==> config.mk <==
export PLATFORM = sky130hd
export DESIGN_NAME = cqic_top
export DESIGN_NICKNAME = d
export VERILOG_FILES = /design/src/rtl/cqic_pkg.sv /design/src/rtl/cqic_fifo.sv /design/src/rtl/cqic_status.sv /design/src/rtl/cqic_irq_out.sv /design/src/rtl/cqic_top.sv
export SDC_FILE = /design/constraint.sdc
export NUM_CORES = 1
export LEC_CHECK = 0
export BUFFER_PORTS_ARGS = -buffer_cell sky130_fd_sc_hd__buf_2
export CORE_ASPECT_RATIO = 1.2
export CORE_MARGIN = 5
export CORE_UTILIZATION = 53
export CTS_CLUSTER_SIZE = 25
export DETAILED_ROUTE_END_ITERATION = 8
export GPL_ROUTABILITY_DRIVEN = 0
export PLACE_DENSITY_LB_ADDON = 0.1
export SLEW_MARGIN = 15
export SYNTH_ARGS = -nofsm -noshare
export SYNTH_HDL_FRONTEND = slang
export SYNTH_SLANG_ARGS = --single-unit
==> constraint.sdc <==
create_clock -name clk -period 2.6 [get_ports clk]
set_input_delay 0.13 -clock clk [delete_from_list [all_inputs] [get_ports clk]]
set_output_delay 0.13 -clock clk [all_outputs]
set_load 0.1 [all_outputs]
==> src/rtl/cqic_pkg.sv <==
package cqic_pkg;
   localparam int STAT_W       = 8;
   localparam int BIT_RXPEND   = 0;
   localparam int BIT_TXDONE   = 1;
   localparam int BIT_TXEMPTY  = 2;
   localparam logic [7:0] ACK_CLR_MASK = 8'h56;
   localparam logic [7:0] DYN_MASK     = 8'h05;
   localparam logic [7:0] EMPTY_CODE   = 8'h80;

   typedef struct packed {
      logic push;
      logic pop;
   } q_cmd_t;
endpackage

==> src/rtl/cqic_fifo.sv <==
module cqic_fifo #(
   parameter int DEPTH = 16,
   parameter int W     = 4
) (
   input  logic         clk,
   input  logic         rst_n,
   input  cqic_pkg::q_cmd_t cmd,
   input  logic [W-1:0] din,
   output logic [W-1:0] head,
   output logic         empty,
   output logic         full
);
   localparam int AW = (DEPTH > 1) ? $clog2(DEPTH) : 1;
   localparam int CW = $clog2(DEPTH + 1);
   localparam bit POW2 = ((1 << AW) == DEPTH);

   logic [W-1:0]  mem [DEPTH];
   logic [AW-1:0] rd_q, wr_q, rd_inc, wr_inc;
   logic [CW-1:0] cnt_q;
   logic          do_push, do_pop;

   assign empty   = (cnt_q == '0);
   assign full    = (cnt_q == CW'(DEPTH));
   assign do_push = cmd.push && !full;
   assign do_pop  = cmd.pop && !empty;
   assign head    = mem[rd_q];

   generate
      if (POW2) begin : g_wrap_nat
         assign rd_inc = rd_q + 1'b1;
         assign wr_inc = wr_q + 1'b1;
      end else begin : g_wrap_cmp
         assign rd_inc = (rd_q == AW'(DEPTH - 1)) ? '0 : rd_q + 1'b1;
         assign wr_inc = (wr_q == AW'(DEPTH - 1)) ? '0 : wr_q + 1'b1;
      end
   endgenerate

   always_ff @(posedge clk or negedge rst_n) begin
      if (!rst_n) begin
         rd_q  <= '0;
         wr_q  <= '0;
         cnt_q <= '0;
      end else begin
         if (do_push) wr_q <= wr_inc;
         if (do_pop)  rd_q <= rd_inc;
         case ({do_push, do_pop})
            2'b10:   cnt_q <= cnt_q + 1'b1;
            2'b01:   cnt_q <= cnt_q - 1'b1;
            default: cnt_q <= cnt_q;
         endcase
      end
   end

   always_ff @(posedge clk) begin
      if (do_push) mem[wr_q] <= din;
   end
endmodule

==> src/rtl/cqic_status.sv <==
module cqic_status
   import cqic_pkg::*;
(
   input  logic        clk,
   input  logic        rst_n,
   input  logic        irq_we,
   input  logic [15:0] irq_wdata,
   input  logic        tx_done,
   input  logic [7:0]  evt_set,
   input  logic        tx_empty,
   input  logic        rx_nonempty,
   output logic [7:0]  status,
   output logic [7:0]  mask,
   output logic        tx_ack_pop
);
   logic [7:0] lat_q, lat_d, clr_v, set_v;

   assign clr_v = irq_we ? (irq_wdata[7:0] & ACK_CLR_MASK) : 8'h00;
   assign set_v = (evt_set & ~DYN_MASK) | (8'(tx_done) << BIT_TXDONE);
   assign tx_ack_pop = irq_we && irq_wdata[BIT_TXDONE] && lat_q[BIT_TXDONE];

   always_comb begin
      lat_d = ((lat_q & ~clr_v) | set_v) & ~DYN_MASK;
   end

   always_comb begin
      status = lat_q;
      status[BIT_RXPEND]  = rx_nonempty;
      status[BIT_TXEMPTY] = tx_empty;
   end

   always_ff @(posedge clk or negedge rst_n) begin
      if (!rst_n) begin
         lat_q <= 8'h00;
         mask  <= 8'h00;
      end else begin
         lat_q <= lat_d;
         if (irq_we) mask <= irq_wdata[15:8];
      end
   end
endmodule

==> src/rtl/cqic_irq_out.sv <==
module cqic_irq_out #(
   parameter bit ACTIVE_LOW = 1'b0
) (
   input  logic       clk,
   input  logic       rst_n,
   input  logic [7:0] status,
   input  logic [7:0] mask,
   output logic       irq_o
);
   logic hit_q;

   always_ff @(posedge clk or negedge rst_n) begin
      if (!rst_n) hit_q <= 1'b0;
      else        hit_q <= |(status & mask);
   end

   generate
      if (ACTIVE_LOW) begin : g_low
         assign irq_o = ~hit_q;
      end else begin : g_high
         assign irq_o = hit_q;
      end
   endgenerate
endmodule

==> src/rtl/cqic_top.sv <==
module cqic_top
   import cqic_pkg::*;
#(
   parameter int DEPTH      = 16,
   parameter int PKT_W      = 4,
   parameter bit ACTIVE_LOW = 1'b0
) (
   input  logic             clk,
   input  logic             rst_n,
   input  logic             tx_en,
   input  logic             enq_valid,
   input  logic [PKT_W-1:0] enq_pkt,
   input  logic             tx_done,
   input  logic             tx_pop,
   input  logic             rx_push_valid,
   input  logic [PKT_W-1:0] rx_push_pkt,
   input  logic             rx_pop,
   input  logic             rx_pop_rel,
   input  logic [7:0]       evt_set,
   input  logic             irq_we,
   input  logic [15:0]      irq_wdata,
   output logic [15:0]      irq_reg,
   output logic [15:0]      fifo_ports,
   output logic             rel_valid,
   output logic [PKT_W-1:0] rel_pkt,
   output logic             irq_o
);
   generate
      if (PKT_W < 1 || PKT_W > 7) begin : g_bad_pkt_w
         $error("PKT_W must lie in 1..7 so a head never equals the empty code");
      end
      if (DEPTH < 2) begin : g_bad_depth
         $error("DEPTH must be at least 2");
      end
   endgenerate

   q_cmd_t           tx_cmd, rx_cmd;
   logic [PKT_W-1:0] tx_head, rx_head;
   logic             tx_empty, tx_full, rx_empty, rx_full;
   logic             tx_ack_pop;
   logic [7:0]       status, mask;

   assign tx_cmd.push = enq_valid && tx_en;
   assign tx_cmd.pop  = tx_pop || tx_ack_pop;
   assign rx_cmd.push = rx_push_valid;
   assign rx_cmd.pop  = rx_pop || rx_pop_rel;

   cqic_fifo #(.DEPTH(DEPTH), .W(PKT_W)) u_txq (
      .clk(clk), .rst_n(rst_n), .cmd(tx_cmd), .din(enq_pkt),
      .head(tx_head), .empty(tx_empty), .full(tx_full)
   );

   cqic_fifo #(.DEPTH(DEPTH), .W(PKT_W)) u_rxq (
      .clk(clk), .rst_n(rst_n), .cmd(rx_cmd), .din(rx_push_pkt),
      .head(rx_head), .empty(rx_empty), .full(rx_full)
   );

   cqic_status u_stat (
      .clk(clk), .rst_n(rst_n), .irq_we(irq_we), .irq_wdata(irq_wdata),
      .tx_done(tx_done), .evt_set(evt_set), .tx_empty(tx_empty),
      .rx_nonempty(!rx_empty), .status(status), .mask(mask),
      .tx_ack_pop(tx_ack_pop)
   );

   cqic_irq_out #(.ACTIVE_LOW(ACTIVE_LOW)) u_irq (
      .clk(clk), .rst_n(rst_n), .status(status), .mask(mask), .irq_o(irq_o)
   );

   assign irq_reg    = {mask, status};
   assign fifo_ports = {rx_empty ? EMPTY_CODE : 8'(rx_head),
                        tx_empty ? EMPTY_CODE : 8'(tx_head)};
   assign rel_valid  = rx_pop_rel && !rx_empty;
   assign rel_pkt    = rx_head;

   logic unused_full;
   assign unused_full = tx_full ^ rx_full;
endmodule

; ---- Word level (Yosys, flattened, before mapping)
; Memories as Yosys holds them, arrays and structs flattened.
; Cells that the tools add are included.
[op_classes]
n_addsub = 8
n_eq_ne = 6
n_mux = 9
bitwise = 5
n_reduce_logical = 19
[ops]
columns = op, count
row1 = one-hot mux 5 bit (2 select lines), 2
row2 = adder 4 x 1 -> 4 bit (second input constant), 4
row3 = AND 8 bit, 2
row4 = two-way mux 8 bit, 2
row5 = adder 5 x 1 -> 5 bit (second input constant), 2
row6 = equality test 5 bit (second input constant), 2
row7 = logical NOT 5 bit, 2
row8 = subtractor 5 x 1 -> 5 bit (second input constant), 2
row9 = logical AND 1 bit, 8
row10 = NOT 8 bit, 1
row11 = OR 8 x 2 -> 8 bit, 1
row12 = OR 8 bit, 1
row13 = OR reduction 8 bit, 1
row14 = two-way mux 7 bit, 1
row15 = equality test 2 x 1 -> 1 bit (second input constant), 2
row16 = equality test 2 bit (second input constant), 2
row17 = logical NOT 1 bit, 4
row18 = two-way mux 1 bit, 4
row19 = nonzero test 2 bit, 2
row20 = logical OR 1 bit, 2
[totals]
ff_bits = 41
ram_bits = 128
in_bits = 42
out_inout_bits = 38
word_cells = 58
memories = 2
[memory_table]
columns = name, depth, word_bits, read_ports, rd_clocked_by_memory_dff, wr, line
row1 = u_rxq.mem, 16, 4, 1, 0, 1, cqic_fifo.sv:17  ; logic [W-1:0] mem [DEPTH];
row2 = u_txq.mem, 16, 4, 1, 0, 1, cqic_fifo.sv:17

; ---- Longest topological paths before layout
; Gate-level depths: netlist of run 1.
[depth]
depth_word = 6
depth_mapped = 12
ltp_nobuf = 10

; ---- By module
; From an unflattened synthesis of run 1, not the netlist that was laid out.
[hier_totals]
cells_unflattened = 489
area_unflattened_um2 = 7407.1
[modules_own_cells]
columns = mod, n_inst, cells_per_inst, area_each_um2
row1 = cqic_fifo, 2, 213, 3323.2
row2 = cqic_status, 1, 35, 554.3
row3 = cqic_top, 1, 22, 145.1
row4 = cqic_irq_out, 1, 6, 61.3

; ---- Least setup slack after synthesis of run 1
; OpenSTA, ideal clock, no wires.
[synth_timing]
path_type = register to output
start = reg u_txq.rd_q[0]
end = out fifo_ports[0]
arrival_time_ns = 3.312
t_required_ns = 2.470
path_slack_ns = -0.842
path_stages_with_launch = 6
n_path_buf = 2
path_cell_list = dfrtp_1 -> buf_6 -> buf_12 -> mux4_2 -> mux2i_1 -> a211oi_1
[synth_between]
elab_chain_len = 2
[synth_rtl]
columns = element, line
row1 = start: declaration, cqic_fifo.sv:18  ; logic [AW-1:0] rd_q, wr_q, rd_inc, wr_inc;
row2 = start signal: assignment, cqic_fifo.sv:45  ; if (do_pop) rd_q <= rd_inc;
row3 = memory read (16 x 4 bit), n/a
row4 = two-way mux 8 bit, cqic_top.sv:71  ; tx_empty ? EMPTY_CODE : 8'(tx_head)};
row5 = end: declaration, cqic_top.sv:23  ; output logic [15:0] fifo_ports,
; No other way between the ends.

; ---- Final worst setup path of run 1
[layout_timing]
start = reg u_txq.cnt_q[1]
end = reg u_txq.cnt_q[4]
[layout_between]
elab_chain_len = 5
elab_cells_between_ends = 12
classes_between = add/sub: 2 / eq/ne: 3 / mux: 1 / reduce/logical: 6
[layout_rtl]
columns = element, line
row1 = start: declaration, cqic_fifo.sv:19  ; logic [CW-1:0] cnt_q;
row2 = start signal: assignment, cqic_fifo.sv:47  ; 2'b10: cnt_q <= cnt_q + 1'b1;
row3 = start signal: assignment, cqic_fifo.sv:48  ; 2'b01: cnt_q <= cnt_q - 1'b1;
row4 = start signal: assignment, cqic_fifo.sv:49  ; default: cnt_q <= cnt_q;
row5 = equality test 5 bit / logical NOT 5 bit (equally long branches), "cqic_fifo.sv:23, cqic_fifo.sv:22"
row6 = "logical NOT 1 bit, on equally long branches", "cqic_fifo.sv:24, cqic_fifo.sv:25"
row7 = "logical AND 1 bit, on equally long branches", "cqic_fifo.sv:24, cqic_fifo.sv:25"
row8 = equality test 2 x 1 -> 1 bit / equality test 2 bit (equally long branches), cqic_fifo.sv:46  ; case ({do_push, do_pop})
row9 = one-hot mux 5 bit (2 select lines) / nonzero test 2 bit (equally long branches), n/a
; Parallel ways exist; a longest one is shown, timed or not.
; A chain may end at the register's enable or synchronous reset.

==> summary by stage, run 1 <==
Route
After detailed routing, the met2 layer carries 7930 um of wire. The detailed-route wire length per cell is 19.0 um. The count of nets left with antenna violations after detail routing is 0. The top layer used by detailed routing is met4. The starting DRC count in detailed routing is 180.

The amount of wire on met3 after detailed routing is 471 um. The total wire length after detailed routing is 14200 um. The total iterations of the first detailed-routing run is 4. The routed length on met1 is 5550 um. The total via count after detailed routing is 4147. The detailed-route vias per instance is 5.54. The number of remaining DRC errors is 0.

Clocking
Clock-pin slew was measured on the worst setup and hold paths at 0.06 ns. TritonCTS built the clock tree. The buffer type at the clock tree root is clkbuf_16.

The clock latency of the later-clocked register in the worst-skew pair is roughly 0.43 ns. For this design, the sink count on the clock tree is 169. Buffers inserted during clock tree synthesis total 17. The CTS H-tree depth is 4.

No sink is reached through more buffers than the 2 on the longest clock path.

Cells and area
The final layout net count is 624. The number of antenna cells inserted is 0. The layout-stage area growth over the synthesis result is 19.3%. The fraction of final layout cells with drive strength greater than 1 is 31.0%.

The final design area excluding fillers is roughly 9000 um^2.

Logic synthesis
Yosys mapped a number of flops with a built-in enable equal to ~130. A synthesized cell averages 15.9 um^2. The warning count from the yosys run is 0. The post-synthesis async set-or-reset flop share is 24.3%. The number of standard cells after synthesis is 466.

The sequential fraction of the synthesis area is 65.8%. In the synthesized netlist the dominant register cell turns out to be edfxtp_1. Counting flops and latches in the post-synthesis netlist gives 169. The cell area after synthesis is 7400 um^2. The unique cell type count in the Yosys netlist is 54.

Worst setup path
The critical path in this run is classified as register to register. The nature of the critical path startpoint is a register. Walking the worst path, the cells encountered are nor4_4 -> a21oi_2 -> inv_2 -> ha_4 -> inv_1 -> fa_2 -> nor2b_4 -> o21a_1 -> mux2_2 -> o311ai_2.

The critical path capture point type is a register. The worst-path cell with the longest stage delay is dfrtp_2. The critical path starts at u_txq.cnt_q[1]. Data on the critical path is required at its endpoint by 2.92 ns. The worst register-to-register path begins at u_txq.cnt_q[1]. The data arrival time at the worst-slack endpoint is 2.85 ns. Of all nets on the critical path, the largest fanout is 3.

On the worst path, the slowest cell contributes a delay of 0.43 ns.

Global routing
The first global-routing pass estimated 22900 um of wire. Entering global routing, the biggest net connects 30 pins. The via count of the first global-routing pass is approximately 4400.

After global routing the overflow that remains totals 0. The number of antenna violations at the first check in global routing is 0. The total global-route track usage is between 15 and 20%.

Timing
For the pin with the worst max-slew slack, the measured transition is 0.776 ns. Setup repair after global routing could not meet its margin everywhere. The shortest period the worst path allows is about 2.5 ns. The number of hold violations in the final report came to 0. Setup total negative slack on the finished layout was measured at 0 ns. The max-slew violation count is 0.

Of the available clock period, the critical path in the final layout requires 97.3%. The worst relative slew slack is 47.9%. The achievable clock frequency is 395 MHz. The final worst setup slack is 0.0703 ns. The clock arrives with 0.00780 ns of skew. Setup violations remaining at the end of the flow were counted as 0.

Outcome
The flow ran to the end, and the final reports show no timing, DRC or antenna violations.

Min path
The start point of the worst min-delay path is enq_pkt[0]. In this run the worst hold path is classified as primary input to register.

Power and ir drop
The internal power consumption is between 0.006 and 0.007 W. The switching power summed over all nets is between 0.004 and 0.005 W. The power share of the sequential group is 33.4%. For this design the ratio of total power to cell area is roughly 1300 nW/um^2.

Net switching is 42.2% of the power. VDD sags by at most about 2.5 mV. Overall power consumption after layout is estimated at 0.0111 W. The standby leakage power is approximately 3.3 nW.

In this run, the clock network consumes 22.9% of the power. In this run, the combinational gates consume 43.7% of the power.

Die
The number of top-level pins is 80. The height of the die is 139 um. The die is about 120 um wide. The floorplan has 47 rows. The die covers 16400 um^2.

The core area is 13800 um^2. Once the floorplan was initialized, standard cells occupied a little over half of the core.

Place
Port buffering added 66 buffers. The standard cell area after detailed placement is 7920 um^2. Prior to clock tree synthesis, the placed netlist has a worst setup slack of -0.0212 ns. Summed over all nets, the half-perimeter wirelength after detailed placement is 9900 um.

Run
The max-cap check violation count is 0.
==> synth_stat cells, types with 4 or more instances <==
cell type    n  share of area, %
buf_4       11               1.1
o21ai_0      8              0.54
a21oi_1      9              0.61
nor2b_1      7              0.59
nand2b_1     4              0.34
nand2_1     27               1.4
edfxtp_1   128                52
mux4_2      12               3.7
a22oi_1      6              0.61
nor3_1      11              0.74
mux4_1      12               4.3
xor2_1       8              0.95
clkbuf_1     5              0.25
inv_1       12              0.61
a221oi_1     4              0.47
buf_1        5              0.25
mux2_2      12               1.8
nor2_1      27               1.4
mux2i_1     20               2.7
a211oi_1     8              0.81
o21ai_1      4              0.27
buf_2        7              0.47
dfrtp_1     41                14
xnor2_1     13               1.5
ha_1        17               2.9
==> layout by cell type (no fill, tap or decap), types with 6 or more instances in the layout <==
master           n
xnor2_1         13
xor2_1           8
inv_1           11
nor2_1          27
buf_4           23
clkbuf_16       17
nand2_1         27
mux4_2          12
edfxtp_1       128
mux2i_1         20
clkinv_4         7
dfrtp_1         38
o21ai_0          8
ha_1            13
buf_2           64
a22oi_1          6
a21oi_2          8
mux4_1          12
dlygate4sd3_1   18
conb_1           6
nor3_1          11
mux2_2          12
nor2b_1          6
==> registers in the layout (all words and copies together), names as in the netlist <==
register	flops
u_irq.irq_o	1
u_rxq.cnt_q	5
u_rxq.mem	64
u_rxq.rd_q	4
u_rxq.wr_q	4
u_stat.lat_q	6
u_stat.mask	8
u_txq.cnt_q	5
u_txq.mem	64
u_txq.rd_q	4
u_txq.wr_q	4
==> kinds of logic after synthesis <==
logic type,count (synthesis),share of synthesized area [%]
flops,169,65.8
simple gates,97,6.56
compound gates,58,5.53
mux,56,12.5
buf+inv,46,3.92
xor+xnor,21,2.49
fa+ha+maj,18,3.15
other cells,1,0.0507
==> cell type report <==
cell class,count,area [um^2]
Clock inverter,15,179
Inverter,12,45.0
Fill cell,1038,4930
Tap cell,171,214
Timing Repair Buffer,108,721
Clock buffer,17,425
Multi-Input combinational cell,256,2370
Sequential cell,169,4880
==> per-layer routing <==
| metal | global-route usage [%] | vias up |
|---|---|---|
| li1 | - | 1960 |
| met1 | 20.3 | 2083 |
| met2 | 32.2 | 78 |
| met3 | 3.98 | 26 |
| met4 | 7.37 | 0 |
| met5 | 0 | - |
==> final timing paths <==
| check | endpoint | slack, ns | cells after the start |
|---|---|---|---|
| worst max-delay path | u_txq.cnt_q[4] | 0.07 | 10 |
| worst min-delay path | u_txq.mem[8][0] | 0.10 | 1 |
| worst max register to register | u_txq.cnt_q[4] | 0.07 | 10 |
| worst min register to register | u_stat.lat_q[7] | 0.49 | 1 |
| max in group asynchronous | u_stat.mask[4] | 1.70 | 3 |
| min in group asynchronous | u_rxq.cnt_q[3] | 0.27 | 2 |
==> per-stage QoR <==
stage,utilization (%),hold WS [ns],instances
6_report,64.1,0.100,748
5_1_grt,64.1,0.0861,748
4_1_cts,63.3,0.0835,741
3_5_place_dp,57.6,0.207,690
3_3_place_gp,57.6,0.204,690
2_1_floorplan,-,-0.166,471
==> worst max-delay path, delay by kind of cell (launching register included) <==
family / cells / cell delay (ns)
AO/OA/AOI/OAI: 3 / 0.54
adder cells (fa/ha/maj): 2 / 0.50
buffers and inverters: 2 / 0.13
flip-flops: 1 / 0.43
multiplexers: 1 / 0.35
AND/OR/NAND/NOR: 2 / 0.48
==> power by group through the flow <==
stage / logic, W / registers, W / clock network [W]
2_1_floorplan: 0.00400 / 0.00363 / 0
3_3_place_gp: 0.00459 / 0.00373 / 0
3_5_place_dp: 0.00466 / 0.00375 / 0
4_1_cts: 0.00471 / 0.00369 / 0.00258
5_1_grt: 0.00515 / 0.00373 / 0.00269
6_report: 0.00484 / 0.00369 / 0.00253
==> what timing repair did <==
action / in CTS / in global routing
setup endpoints to repair: 1 / 4
pin swaps: 1 / 10
resized for setup: 0 / 16
endpoints found under the hold margin: 42 / 0
hold buffers: 18 / 0
setup buffers: 1 / 7
No activity file was read; power rests on OpenSTA's default activity.
==> inputs of run 2 (changes only) <==
--- a/config.mk
+++ b/config.mk
@@ -12,6 +12,7 @@
 export CTS_CLUSTER_SIZE = 25
 export DETAILED_ROUTE_END_ITERATION = 8
 export GPL_ROUTABILITY_DRIVEN = 0
+export MAX_ROUTING_LAYER = met4
 export PLACE_DENSITY_LB_ADDON = 0.1
 export SLEW_MARGIN = 15
 export SYNTH_ARGS = -nofsm -noshare
==> run 2 against run 1 <==
Net effect:
- first-iteration DRC count is 3.3% higher
- critical path depth stayed put
- combinational power about the same
- via count decreased by 0.17%
- core utilization unchanged
- worst setup slack improved by 0.00060 ns
- design area is the same
- non-clock buffer count stayed put
- global-route usage increased by 0.56 points
- count of clock-buffer cells in the layout did not move
- largest power group unchanged
==> summary by stage, run 2 (synthesized netlist as in run 1, its figures left out) <==
Power and ir drop
The proportion of power drawn by combinational gates came to 43.7% (about the same). The switching power summed over all nets is 0.00468 W (+0.21%). The power share of the sequential group is 33.4% (about the same). The clock share of power is 22.9% (about the same). The highest ir drop seen on vdd is 2.55 mV (about the same). The internal power consumption came to 0.00639 W (about the same). The power density normalized to cell area was 1250 nW/um^2 (about the same). The fraction of power spent switching nets came to 42.3% (+0.051 points). The standby leakage power was 3.28 nW (unchanged).

Min path
The worst hold path belongs to the class primary input to register.

Route
The starting DRC count in detailed routing is 186 (+3.3%). The total iterations of the first detailed-routing run is 4 (unchanged). The detailed-route vias per instance came to 5.53 (-0.17%). The total wire length after detailed routing came to 14300 um (+0.48%). The total via count after detailed routing came to 4140 (-0.17%). The count of nets left with antenna violations after detail routing came to 0 (unchanged). The detailed-route wire length per cell came to 19.1 um (+0.48%). The number of remaining DRC errors is 0 (unchanged).

Run
The max-cap check violation count is 0 (unchanged).

Outcome
The run finished with clean final reports.

Worst setup path
The data arrival time at the worst-slack endpoint is 2.86 ns (about the same). The largest fanout of any net on the critical path came to 3 (unchanged). The nature of the critical path startpoint is a register. The worst setup path is of the register to register kind. The register-to-register setup slack is 0.07 ns (about the same).

The critical path required time is 2.93 ns (about the same). STA classifies the critical path endpoint as a register.

Cells and area
Leaving out fill and tap cells, the most frequent cell in the layout is edfxtp_1. The largest registers in the layout are u_rxq.mem (64), u_txq.mem (64), u_stat.mask (8). The number of antenna cells inserted is 0 (unchanged). The layout-stage area growth over the synthesis result is 19.3% (unchanged).

The fraction of final layout cells with drive strength greater than 1 is 31.0% (unchanged). The final layout net count was 624 (unchanged). The count of non-filler cells in the finished layout is 748 (unchanged).

The top cell types in the final layout, fill and taps aside, are edfxtp_1, buf_2, dfrtp_1.

Timing
The sum of negative setup slack is 0 ns (unchanged). The worst relative slew slack is 47.5% (-0.33 points). The achievable clock frequency came to 395 MHz (about the same). Setup repair after global routing could not meet its margin everywhere.

The share of the clock period used by the worst path after layout came to 97.3% (about the same). The max-slew violation count is 0 (unchanged). The transition time of the tightest slew-check pin was 0.781 ns (+0.00490 ns). The clock skew is 0.00702 ns (-0.000778 ns).

The total of endpoints with negative setup slack in the final report is 0 (unchanged). The shortest period the worst path allows was 2.53 ns (-0.000595 ns). The worst hold margin is 0.0937 ns (-0.00631 ns). The number of hold violations in the final report came to 0 (unchanged).

Global routing
The pin count of the biggest net entering global routing is 30 (unchanged). The total global-route track usage is 18.4% (+0.56 points). The via count of the first global-routing pass is 4433 (-0.090%). The wire length of the first global-routing pass is 22900 um (+0.12%). The global route total overflow is 0 (unchanged). The number of antenna violations at the first check in global routing is 0 (unchanged).

Clocking
The buffer type at the clock tree root is clkbuf_16. The clock sink total is 169 (unchanged). The deepest clock path buffer count is 2 (unchanged). The post-CTS clock slew at the launch and capture registers of the worst setup and hold paths is 0.06 ns (about the same). TritonCTS built the clock tree.

The total clock buffers created by CTS is 17 (unchanged). The clock latency of the later-clocked register in the worst-skew pair came to 0.43 ns (about the same). The CTS H-tree depth was 4 (unchanged).

Die
The x dimension of the die is 118 um (unchanged). The die area is 16400 um^2 (unchanged). The starting density of the core came to 53.7% (unchanged). The number of standard-cell rows in the floorplan is 47 (unchanged). The number of top-level pins is 80 (unchanged). The height of the die came to 139 um (unchanged). The core area was 13800 um^2 (unchanged).

Place
The detailed-placement wirelength estimate was 9900 um (unchanged). The count of buffers from port buffering is 66 (unchanged). The post-placement cell count is 690 (unchanged).
[run 2: cell counts in the layout (fill, tap and decap cells not counted)]
No cell type changed its count.
[run 2: worst paths after layout]
check | cells after the start | start | endpoint
max in group asynchronous | 3 | rst_n | u_stat.mask[4]
setup / recovery | 10 | u_txq.cnt_q[1] | u_txq.cnt_q[4]
hold / removal | 1 | enq_pkt[0] | u_txq.mem[2][0]
setup reg to reg | 10 | u_txq.cnt_q[1] | u_txq.cnt_q[4]
hold reg to reg | 1 | u_stat.lat_q[7] | u_stat.lat_q[7]
min in group asynchronous | 2 | rst_n | u_rxq.cnt_q[3]
[run 2: power by group through the flow]
stage                     Combinational (W)  Clock [W]  Sequential [W]
after detailed placement            0.00466          0         0.00375
after global placement              0.00459          0         0.00373
after CTS                           0.00471    0.00258         0.00369
after floorplan                     0.00400          0         0.00363
final                               0.00484    0.00253         0.00369
after global routing                0.00515    0.00269         0.00373
[run 2: through the flow]
step           util (%)  instance area, um^2  setup WS (ns)  power [W]
6_report           64.1                 8830         0.0709     0.0111
2_1_floorplan         -                 7480         0.0341    0.00763
3_3_place_gp       57.6                 7920         0.0806    0.00832
4_1_cts            63.3                 8710         0.0108     0.0110
5_1_grt            64.1                 8830        -0.0294     0.0116
3_5_place_dp       57.6                 7920        -0.0212    0.00841
[run 2: per-layer routing]
metal | GRT usage [%] | wire length, um | vias up
li1 | - | - | 1956
met1 | 20.5 | 5670 | 2086
met5 | - | 0 | -
met4 | 7.25 | 271 | 0
met3 | 3.90 | 426 | 24
met2 | 32.2 | 7930 | 74
[run 2: cell type report]
type	instances	area [um^2]
timing repair buffer	108	721
sequential	169	4880
fill	1038	4930
clock inverter	15	179
inverter	12	45.0
multi-input combinational	256	2370
tap	171	214
clock buffer	17	425
[run 2: worst max-delay path, stage by stage (launching register included)]
cell      delay [ns]
dfrtp_2         0.43
nor4_4          0.37
a21oi_2         0.12
inv_2           0.08
ha_4            0.13
inv_1           0.05
fa_2            0.37
nor2b_4         0.11
o21a_1          0.17
mux2_2          0.35
o311ai_2        0.25
[run 2: what timing repair did]
action / 4_1_cts / 5_1_grt
endpoints found under the setup margin: 1 / 4
hold buffers: 18 / 0
resized for setup: 0 / 16
hold endpoints to repair: 42 / 0
buffers inserted: 1 / 7
pin swaps: 1 / 10
